$ cat src/rtl/sload_pkg.sv
// Shared constants and types for the addressed serial word loader.
// Field positions follow the word layout that the banks decode.
package sload_pkg;
    localparam int WORD_W      = 31;
    localparam int N_CH        = 3;
    localparam int BRT_W       = 10;
    localparam int SCL_W       = 7;
    localparam int DIV_W       = 2;
    localparam int LANE_STRIDE = 10;
    localparam int DIV_LSB     = 7;
    localparam int ADDR_BIT    = WORD_W - 1;

    typedef enum logic {
        BANK_BRIGHT = 1'b0,
        BANK_CONFIG = 1'b1
    } bank_e;
endpackage

$ cat src/rtl/sload_sync.sv
// Multi-bit, multi-stage synchronizer for asynchronous level inputs.
// Assumes the bits are independent levels. Every bit sees the same
// delay, so edges that arrive together leave together.
module sload_sync #(
    parameter int WIDTH  = 3,
    parameter int STAGES = 2
) (
    input  logic             clk,
    input  logic             rst_n,
    input  logic [WIDTH-1:0] d_i,
    output logic [WIDTH-1:0] q_o
);
    logic [WIDTH-1:0] stg [STAGES];

    for (genvar s = 0; s < STAGES; s++) begin : g_stage
        if (s == 0) begin : g_first
            // first flop samples the raw input
            always_ff @(posedge clk) begin
                if (!rst_n) stg[s] <= '0;
                else        stg[s] <= d_i;
            end
        end else begin : g_next
            // later flops resolve metastability
            always_ff @(posedge clk) begin
                if (!rst_n) stg[s] <= '0;
                else        stg[s] <= stg[s-1];
            end
        end
    end

    assign q_o = stg[STAGES-1];
endmodule

$ cat src/rtl/sload_shifter.sv
// Serial shift register with a forwarding output flop.
// Shifts on a detected rising serial edge and forwards the MSB on a
// detected falling edge. Assumes synchronized inputs that share one delay.
// hold_i freezes all state. clr_i clears it.
module sload_shifter #(
    parameter int WORD_W = 31
) (
    input  logic              clk,
    input  logic              rst_n,
    input  logic              sclk_s,
    input  logic              sdi_s,
    input  logic              hold_i,
    input  logic              clr_i,
    output logic [WORD_W-1:0] word_o,
    output logic              sdo_o
);
    logic              sclk_q;
    logic              sh_rise;
    logic              sh_fall;
    logic [WORD_W-1:0] sh_q;
    logic              sdo_q;

    // previous serial clock level for edge detection
    always_ff @(posedge clk) begin
        if (!rst_n) sclk_q <= 1'b0;
        else        sclk_q <= sclk_s;
    end

    assign sh_rise = sclk_s & ~sclk_q;
    assign sh_fall = ~sclk_s & sclk_q;

    // shift register, MSB-first input into bit 0
    always_ff @(posedge clk) begin
        if (!rst_n || clr_i)        sh_q <= '0;
        else if (!hold_i && sh_rise) sh_q <= {sh_q[WORD_W-2:0], sdi_s};
    end

    // forwarded bit, updated on the opposite edge for race-free chains
    always_ff @(posedge clk) begin
        if (!rst_n || clr_i)        sdo_q <= 1'b0;
        else if (!hold_i && sh_fall) sdo_q <= sh_q[WORD_W-1];
    end

    assign word_o = sh_q;
    assign sdo_o  = sdo_q;

    // no shift edge means no register change
    p_no_shift_r2: assert property (@(posedge clk) disable iff (!rst_n)
        (!sh_rise && !clr_i) |=> $stable(sh_q));

    // forwarded bit changes only on a falling edge
    p_sdo_fall_r3: assert property (@(posedge clk) disable iff (!rst_n)
        (!sh_fall && !clr_i) |=> $stable(sdo_q));

    // frozen during undervoltage
    p_freeze_r8: assert property (@(posedge clk) disable iff (!rst_n)
        hold_i |=> ($stable(sh_q) && $stable(sdo_q)));

    // recovery clears the register and the forwarded bit
    p_clear_r9: assert property (@(posedge clk) disable iff (!rst_n)
        clr_i |=> ((sh_q == '0) && !sdo_q));
endmodule

$ cat src/rtl/sload_banks.sv
// Held register banks, written from the shift word on a latch rising edge.
// Bit ADDR_BIT selects the brightness bank or the configuration bank.
// Assumes lat_s is synchronized with the same delay as the serial clock,
// so word_i read at the capture cycle is the pre-shift word.
module sload_banks
    import sload_pkg::*;
#(
    parameter int P_WORD_W = WORD_W,
    parameter int P_N_CH   = N_CH,
    parameter int P_BRT_W  = BRT_W,
    parameter int P_SCL_W  = SCL_W,
    parameter int P_DIV_W  = DIV_W
) (
    input  logic                        clk,
    input  logic                        rst_n,
    input  logic                        lat_s,
    input  logic                        hold_i,
    input  logic                        clr_i,
    input  logic [P_WORD_W-1:0]         word_i,
    output logic [P_N_CH*P_BRT_W-1:0]   brt_o,
    output logic [P_N_CH*P_SCL_W-1:0]   scl_o,
    output logic [P_DIV_W-1:0]          div_o
);
    localparam int ADDR = P_WORD_W - 1;

    logic               lat_q;
    logic               cap;
    bank_e              sel;
    logic [P_BRT_W-1:0] brt_q [P_N_CH];
    logic [P_SCL_W-1:0] scl_q [P_N_CH];
    logic [P_DIV_W-1:0] div_q;

    // previous latch level for rising edge detection
    always_ff @(posedge clk) begin
        if (!rst_n) lat_q <= 1'b0;
        else        lat_q <= lat_s;
    end

    assign cap = lat_s & ~lat_q & ~hold_i;
    assign sel = bank_e'(word_i[ADDR]);

    for (genvar k = 0; k < P_N_CH; k++) begin : g_ch
        // brightness lane k
        always_ff @(posedge clk) begin
            if (!rst_n || clr_i)
                brt_q[k] <= '0;
            else if (cap && sel == BANK_BRIGHT)
                brt_q[k] <= word_i[k*LANE_STRIDE +: P_BRT_W];
        end

        // current scale lane k
        always_ff @(posedge clk) begin
            if (!rst_n || clr_i)
                scl_q[k] <= '0;
            else if (cap && sel == BANK_CONFIG)
                scl_q[k] <= word_i[k*LANE_STRIDE +: P_SCL_W];
        end

        assign brt_o[k*P_BRT_W +: P_BRT_W] = brt_q[k];
        assign scl_o[k*P_SCL_W +: P_SCL_W] = scl_q[k];
    end

    // clock divider code, part of the configuration bank
    always_ff @(posedge clk) begin
        if (!rst_n || clr_i)
            div_q <= '0;
        else if (cap && sel == BANK_CONFIG)
            div_q <= word_i[DIV_LSB +: P_DIV_W];
    end

    assign div_o = div_q;

    // configuration capture leaves brightness untouched
    p_keep_brt_r6: assert property (@(posedge clk) disable iff (!rst_n)
        (!clr_i && !(cap && !word_i[ADDR])) |=> $stable(brt_o));

    // brightness capture leaves configuration untouched
    p_keep_cfg_r6: assert property (@(posedge clk) disable iff (!rst_n)
        (!clr_i && !(cap && word_i[ADDR])) |=> ($stable(scl_o) && $stable(div_o)));

    // no capture while held
    p_hold_r8: assert property (@(posedge clk) disable iff (!rst_n)
        hold_i |=> ($stable(brt_o) && $stable(scl_o) && $stable(div_o)));

    // recovery clears both banks
    p_clear_r9: assert property (@(posedge clk) disable iff (!rst_n)
        clr_i |=> ((brt_o == '0) && (scl_o == '0) && (div_o == '0)));
endmodule

$ cat src/rtl/serial_word_loader.sv
// Top of the addressed serial word loader.
// Synchronizes the serial clock, data and latch together, shifts the word
// in, forwards the MSB downstream and captures into the bank that bit 30
// selects. uv_i is synchronous to clk. Its falling edge clears all state.
module serial_word_loader
    import sload_pkg::*;
#(
    parameter int SYNC_STAGES = 2
) (
    input  logic                  clk,
    input  logic                  rst_n,
    input  logic                  uv_i,
    input  logic                  sclk_i,
    input  logic                  sdi_i,
    input  logic                  lat_i,
    output logic                  sdo_o,
    output logic [N_CH*BRT_W-1:0] brt_o,
    output logic [N_CH*SCL_W-1:0] scl_o,
    output logic [DIV_W-1:0]      div_o
);
    localparam int N_SYNC = 3;

    logic [N_SYNC-1:0] raw;
    logic [N_SYNC-1:0] syn;
    logic              uv_q;
    logic              uv_clr;
    logic [WORD_W-1:0] word;

    assign raw = {lat_i, sdi_i, sclk_i};

    sload_sync #(.WIDTH(N_SYNC), .STAGES(SYNC_STAGES)) u_sync (
        .clk   (clk),
        .rst_n (rst_n),
        .d_i   (raw),
        .q_o   (syn)
    );

    // previous undervoltage level, to find recovery
    always_ff @(posedge clk) begin
        if (!rst_n) uv_q <= 1'b0;
        else        uv_q <= uv_i;
    end

    assign uv_clr = uv_q & ~uv_i;

    sload_shifter #(.WORD_W(WORD_W)) u_shift (
        .clk    (clk),
        .rst_n  (rst_n),
        .sclk_s (syn[0]),
        .sdi_s  (syn[1]),
        .hold_i (uv_i),
        .clr_i  (uv_clr),
        .word_o (word),
        .sdo_o  (sdo_o)
    );

    sload_banks u_banks (
        .clk    (clk),
        .rst_n  (rst_n),
        .lat_s  (syn[2]),
        .hold_i (uv_i),
        .clr_i  (uv_clr),
        .word_i (word),
        .brt_o  (brt_o),
        .scl_o  (scl_o),
        .div_o  (div_o)
    );

    // outputs are zero in the first cycle after reset
    p_reset_r1: assert property (@(posedge clk)
        !rst_n |=> ((brt_o == '0) && (scl_o == '0) && (div_o == '0) && !sdo_o));
endmodule

$ cat config.mk
export PLATFORM = sky130hd
export DESIGN_NAME = serial_word_loader
export DESIGN_NICKNAME = d
export VERILOG_FILES = /design/src/rtl/sload_pkg.sv /design/src/rtl/sload_sync.sv /design/src/rtl/sload_shifter.sv /design/src/rtl/sload_banks.sv /design/src/rtl/serial_word_loader.sv
export SDC_FILE = /design/constraint.sdc
export NUM_CORES = 1
export LEC_CHECK = 0
export BUFFER_PORTS_ARGS = -buffer_cell sky130_fd_sc_hd__buf_2
export CORE_AREA = 2 2 57 112
export DETAILED_ROUTE_END_ITERATION = 10
export DIE_AREA = 0 0 59 114
export GPL_TIMING_DRIVEN = 0
export PLACE_DENSITY = 0.89
export SKIP_LAST_GASP = 1
export SYNTH_ARGS = -nofsm -noshare
export SYNTH_HDL_FRONTEND = slang
export SYNTH_SLANG_ARGS = --single-unit
$ cat constraint.sdc
create_clock -name clk -period 5.4 [get_ports clk]
set_input_delay 0 -clock clk [delete_from_list [all_inputs] [get_ports clk]]
set_output_delay 0 -clock clk [all_outputs]
set_load 0.01 [all_outputs]
Yosys cells after proc, flatten, opt, wreduce, memory -nomap -nowiden --
Memory sizes are Yosys's and may differ from the RTL's. Index checks and enable logic that the tools add are counted. W data, S select, Z words.
Storage, ports and cells: register bits 37, memory bits (writable) 57, bits of input ports 6, output and inout bits 54, word-level logic and storage cells 52, memories kept 3
Cells by class: mux-type cells 18, bitwise gates (word level) 18, reduce and logical (&&, ||, !) cells 7
Memory list:
- u_banks.brt_q | depth 3, bits a word 10, rd ports 3, clocked after memory_dff 0, write ports 3, RTL line sload_banks.sv:29 | logic [P_BRT_W-1:0] brt_q [P_N_CH];
- u_banks.scl_q | depth 3, bits a word 7, rd ports 3, clocked after memory_dff 0, write ports 3, RTL line sload_banks.sv:30 | logic [P_SCL_W-1:0] scl_q [P_N_CH];
- u_sync.stg | depth 2, bits a word 3, rd ports 2, clocked after memory_dff 0, write ports 2, RTL line sload_sync.sv:13 | logic [WIDTH-1:0] stg [STAGES];
Operators with widths (count):
- $mux W10 | 3
- $mux W7 | 3
- $mux W1 | 10
- $or A1 B1 Y1 | 8
- $mux W3 | 2
- $and A1 B1 Y1 | 5
- $not A1 Y1 | 5
- $logic_and A1 B1 Y1 | 4
- $logic_not A1 Y1 | 2
- $logic_or A1 B1 Y1 | 1

Longest topological paths before layout --
Gate-level depths: netlist of the first run.
word-level depth 8, gate-level depth with buffers 5, mapped depth without buffers 3

By module --
A second synthesis of the first run with hierarchy kept.
Unflattened totals: cell total of the unflattened synthesis 276, area total of the unflattened synthesis 3693.5 µm²
By module, submodules not included:
- sload_banks | times used 1, cells an instance 150, area an instance 2160.8 µm², sequential area each 1591.5 µm²
- sload_shifter | times used 1, cells an instance 111, area an instance 1338.8 µm², sequential area each 660.6 µm²
- sload_sync | times used 1, cells an instance 12, area an instance 157.7 µm², sequential area each 120.1 µm²
- serial_word_loader | times used 1, cells an instance 3, area an instance 36.3 µm², sequential area each 20.0 µm²

Worst setup path before layout of the first run --
OpenSTA, ideal clock, no wires.
path type flip-flop to flip-flop, start memory u_sync.stg[1][2], end memory u_banks.brt_q[0][0] (netlist name) (enable), library setup time 0.426 ns, arrival time 2.201 ns, required time 4.974 ns, slack 2.773 ns, stages on the path, launching flop included 3, path buffers 0, clock period less this slack 2.627 ns, path through dfxtp_1 > or3b_1 > o211ai_1
RTL lines (RTL line):
- start: declaration | sload_sync.sv:13
- end: declaration | sload_banks.sv:29

==> results of run 1 <==
report_power, final:
part	internal (µW)	total, µW	switching [µW]
logic	21.2	59.6	38.4
registers	773	778	5.39
clock network	510	759	248
total	1300	1600	292
final cells by class:
class | instances | area [µm²]
fillers | 397 | 1740
clock buffers | 10 | 239
well taps | 63 | 78.8
flip-flops and latches | 94 | 2390
repair buffers | 66 | 358
multi-input cells | 170 | 901
plain buffers | 16 | 66.3
clock inverters | 6 | 133
critical path, stage by stage:
cell           delay, ns
dlygate4sd3_1       0.53
buf_2               0.15
or3b_1              0.43
o211ai_1            0.38
buf_4               0.26
buf_4               0.23
per-layer routing:
metal  up-vias  wire length (µm)  part of all wire, %
li1       1093                 -                    -
met1      1038              2440                   40
met2        97              3160                   52
met5         -                 0                    0
met4         0               101                  1.7
met3        11               395                  6.5
through the flow:
stage | util (%) | instance area (µm²) | hold WS [ns]
2_1_floorplan | - | 3360 | 0.127
3_3_place_gp | 63.2 | 3730 | 0.204
3_5_place_dp | 63.6 | 3760 | 0.211
4_1_cts | 70.6 | 4170 | 0.0743
5_1_grt | 70.6 | 4170 | 0.0995
6_report | 70.6 | 4170 | 0.0877
sequential cells by signal, indices dropped and copies added, names as in the netlist:
name,cells
u_shift.word_o,31
u_banks.div_o,2
u_banks.lat_q,1
u_banks.scl_q,21
u_banks.brt_q,30
uv_q,1
u_sync.stg,6
u_shift.sclk_q,1
u_shift.sdo_o,1
repair_timing:
action / CTS / global route
endpoints found under the setup margin: 0 / 0
hold endpoints to repair: 4 / 0
hold buffers: 4 / 0
gates resized for setup: 0 / 0
path summary, 6_finish.rpt:
check,from,end,slack (ns),cells past startpoint
setup reg to reg,u_sync.stg[1][2],u_banks.brt_q[2][6],3.50,4
setup / recovery,uv_i,u_banks.brt_q[2][6],3.45,6
hold / removal,rst_n,u_shift.word_o[9],0.09,3
hold reg to reg,u_sync.stg[0][0],u_sync.stg[1][0],0.44,1
kinds of logic (layout without fill, tap and decap cells):
kind of cell | count (synthesis) | count (layout) | synth area share (%)
AOI/OAI and AO/OA | 32 | 32 | 4.84
buffers and inverters | 16 | 98 | 1.97
and+or+nand+nor | 135 | 135 | 21.1
DFF | 94 | 94 | 71.2
muxes | 3 | 3 | 0.894
cells in the mapped netlist (all sizes together):
master | number | area share [%]
mux2i | 3 | 0.89
nor2 | 3 | 0.34
nor4b | 1 | 0.45
nand2 | 63 | 7.0
edfxtp | 51 | 46
and4bb | 2 | 0.74
buf | 5 | 0.74
o211ai | 1 | 0.22
nor3b | 2 | 0.45
and2 | 60 | 11
a21oi | 31 | 4.6
clkbuf | 11 | 1.2
or2 | 1 | 0.19
or3b | 2 | 0.52
dfxtp | 43 | 26
nand2b | 1 | 0.19
==> summary.txt, run 1 <==
Crit. End Element -> flip-flop
Vert. Die Dim -> 114 µm
Synthesized area per cell -> 12.0 µm²
Core ar. -> 5910 µm²
MaxCap Viol Count -> 0
CTS clk-pin slew, worst paths -> 0.06 ns
Dpl cells -> 405
Pwr dens -> 383 nW/µm²
Vias in the first global route -> 2185
Vias per cell -> 5.27
Initial antenna violation count -> 0
Clk_lat worst skew -> 0.34 ns
VDD IR max -> 0.258 mV
H-Tree Depth -> 3
Final setup viols -> 0
Most common cell after layout, fill and taps aside -> buf_2
Setup Skew -> 0.00566 ns
First drt pass iteration count -> 4
Most frequent cells in the layout -> 64 x buf_2, 63 x nand2_1, 60 x and2_1
DRC -> 0
DR WL/cell -> 14.3 µm
Area added between synthesis and finish -> 24.1%
WP data arrival -> 1.98 ns
Critical Path RT -> 5.44 ns
Most used routing layer in global routing -> met2
Synth Instances -> 280
HPWL after detailed placement -> 4150 µm
Final nets -> 363
Placer congestion estimate -> 0.795
Chip Width -> 59 µm
# Post-CTS Setup Buffers -> 0
Clock Sinks -> 94
Final period util -> 36.0%
Lkg Pwr -> 0.00168 µW
Initial Utilization -> 56.9%
CP Max Fanout -> 12
Dpl ws -> 3.46 ns
CTS tree -> yes
Largest net degree at the start of global routing -> 22
Setup TNS -> 0 ns
Worst-Margin Slew -> 0.537 ns
RSZ-0062 raised after global routing -> false
Fmax -> 514 MHz
DRT antenna net count -> 0
Fin worst setup slack -> 3.45 ns
Met2 GRT Util -> 33.0%
Crit start category -> input port
Layout cells sized above 1 -> 24.0%
Via count -> 2239
Congestion Overflow GR -> 0
Relative slew slack -> 64.2%
Netlist cell types -> 18
Final Critical Period -> 1.95 ns
M1 GR Usage -> 23.7%
Synth Register Bits -> 94
Clk buf depth -> 2
CTS Buf Count -> 9
Ant diodes -> 0
Cell Area, Synth -> 3360 µm²
Port bufs -> 59
Total GRT Usage -> 20.2%
Die area -> 6730 µm²
Register area share after synthesis -> 71.2%
Fin cells -> 425
Root buf cell -> clkbuf_16
# rows -> 40
WL final -> 6090 µm
Final hold violations -> 0
Yosys warns -> 0
Initial drt markers -> 73
Pwr Total -> 1600 µW
Num ports -> 60
Status -> complete, no violations
Worst min path class -> input port to flip-flop
First-pass GRT wire length -> 10100 µm
Critical path class -> input port to flip-flop
Final Max Slew Viols -> 0
Global routing usage on met3 -> 6.46%
Net Count, Synth -> 286
(Power assumes the default switching activity.)
==> inputs of run 2 (changes only) <==
--- a/config.mk
+++ b/config.mk
@@ -6,11 +6,11 @@
 export NUM_CORES = 1
 export LEC_CHECK = 0
 export BUFFER_PORTS_ARGS = -buffer_cell sky130_fd_sc_hd__buf_2
-export CORE_AREA = 2 2 57 112
+export CORE_AREA = 2 2 59 117
 export DETAILED_ROUTE_END_ITERATION = 10
-export DIE_AREA = 0 0 59 114
+export DIE_AREA = 0 0 61 119
 export GPL_TIMING_DRIVEN = 0
-export PLACE_DENSITY = 0.89
+export PLACE_DENSITY = 0.84
 export SKIP_LAST_GASP = 1
 export SYNTH_ARGS = -nofsm -noshare
 export SYNTH_HDL_FRONTEND = slang
==> constraint.sdc (replaced) <==
create_clock -name clk -period 1.8 [get_ports clk]
set_input_delay 0 -clock clk [delete_from_list [all_inputs] [get_ports clk]]
set_output_delay 0 -clock clk [all_outputs]
set_load 0.01 [all_outputs]
==> run 2 against run 1 <==
  * Sequential power grew to 3.0 times the previous value
  * Combinational power grew to 3.1 times the previous value
  * First-iteration DRC count is 8.2% higher
  * Highest routed layer unchanged
==> summary.txt, run 2 (synthesized netlist as in run 1, its figures left out) <==
Status -> complete, no violations
Worst-Margin Slew -> 0.539 ns
Port bufs -> 59
Fmax -> 593 MHz
Congestion Overflow GR -> 0
Clock Sinks -> 94
Chip Width -> 61 µm
Logic gate share of total power -> 4.0%
Vias per cell -> 4.82
Crit start category -> flip-flop
Final period util -> 93.7%
Register area -> 2390 µm²
DRT antenna net count -> 0
Most common cell after layout, fill and taps aside -> buf_2
WP data arrival -> 1.71 ns
First-pass GRT wire length -> 9550 µm
First drt pass iteration count -> 4
P_sw -> 845 µW
Pwr dens -> 1090 nW/µm²
# rows -> 42
CTS clk-pin slew, worst paths -> 0.06 ns
Final Max Slew Viols -> 0
Fillers -> 476
WL final -> 5950 µm
Total GRT Usage -> 18.0%
Critical path class -> flip-flop to flip-flop
Largest net degree at the start of global routing -> 22
Vert. Die Dim -> 119 µm
Num ports -> 60
Initial antenna violation count -> 0
Area of the multi-input gates -> 903 µm²
Hold_sp -> uv_i
Via count -> 2172
MaxCap Viol Count -> 0
Clk buf depth -> 2
H-Tree Depth -> 3
Clk pwr share -> 44.9%
Final nets -> 365
HPWL after detailed placement -> 4080 µm
Share of total power consumed by net switching -> 18.5%
DR WL/cell -> 13.2 µm
Final setup viols -> 0
Final Util -> 64.6%
Core ar. -> 6460 µm²
Largest register FFs -> 31
Setup TNS -> 0 ns
Pwr Total -> 4570 µW
Lkg Pwr -> 0.00167 µW
Dpl ws -> -0.483 ns
Layout cells sized above 1 -> 24.2%
Placer congestion estimate -> 0.778
Relative slew slack -> 64.1%
Root buf cell -> clkbuf_16
Final hold violations -> 0
Crit. End Element -> flip-flop
CP Max Fanout -> 24
Initial drt markers -> 79
CTS tree -> yes
DRC -> 0
Die area -> 7260 µm²
Sequential share of power -> 51.1%
Worst min path class -> input port to flip-flop
Fin worst setup slack -> 0.113 ns
Origin of the worst setup path -> u_sync.stg[1][2]
Area added between synthesis and finish -> 24.4%
VDD IR max -> 0.784 mV
CTS Buf Count -> 9
Final Critical Period -> 1.69 ns
Critical Path RT -> 1.82 ns
Total internal power -> 3730 µW
Setup Skew -> 0.00484 ns
Post-CTS sizing -> 0
Ant diodes -> 0
Initial Utilization -> 52.0%
Most frequent cells in the layout -> 64 x buf_2, 63 x nand2_1, 60 x and2_1
Vias in the first global route -> 1995
Clk_lat worst skew -> 0.34 ns
Critical R2R Launch -> u_sync.stg[1][2]
[run 2: repair_timing]
action,in CTS,in global routing
buffers inserted,5,1
gates cloned,0,0
pin swaps,1,1
endpoints found under the setup margin,24,23
endpoints found under the hold margin,4,0
hold buffers,4,0
[run 2: power by group through the flow]
stage	logic [µW]	registers (µW)	clock network [µW]
floorplan	58.3	2410	0
global route	204	2340	2160
detailed placement	177	2380	0
CTS	192	2340	2080
finish	185	2340	2050
global placement	164	2380	0
[run 2: cell type report]
class,instances,share of cell area [%]
sequential,94,57.3
multi-input combinational,170,21.6
timing repair buffer,68,9.01
clock buffer,10,5.48
tap,88,2.64
clock inverter,5,2.37
buffer,16,1.59
[run 2: critical path, stage by stage (launching register included)]
cell,delay [ns]
dfxtp_2,0.33
or3b_4,0.40
o211ai_1,0.24
buf_4,0.16
buf_6,0.22
[run 2: metrics by stage]
step / hold WS, ns / instances / cell area (µm²)
finish: 0.0909 / 451 / 4180
global route: 0.104 / 451 / 4180
CTS: 0.0821 / 453 / 4190
detailed placement: 0.208 / 430 / 3790
global placement: 0.204 / 427 / 3770
floorplan: 0.127 / 280 / 3360
[run 2: worst paths after layout]
path | to | slack (ns) | depth (start not counted)
max | u_banks.brt_q[2][5] | 0.11 | 4
min | u_shift.word_o[7] | 0.09 | 4
max reg2reg | u_banks.brt_q[2][5] | 0.11 | 4
min reg2reg | u_sync.stg[1][1] | 0.43 | 1
[run 2: metal layers]
layer,routed length [µm],track usage [%],vias to the layer above
met3,228,4.99,11
met2,3130,28.8,58
met1,2480,22.3,1012
met4,118,7.61,0
li1,-,-,1091
met5,0,0,-
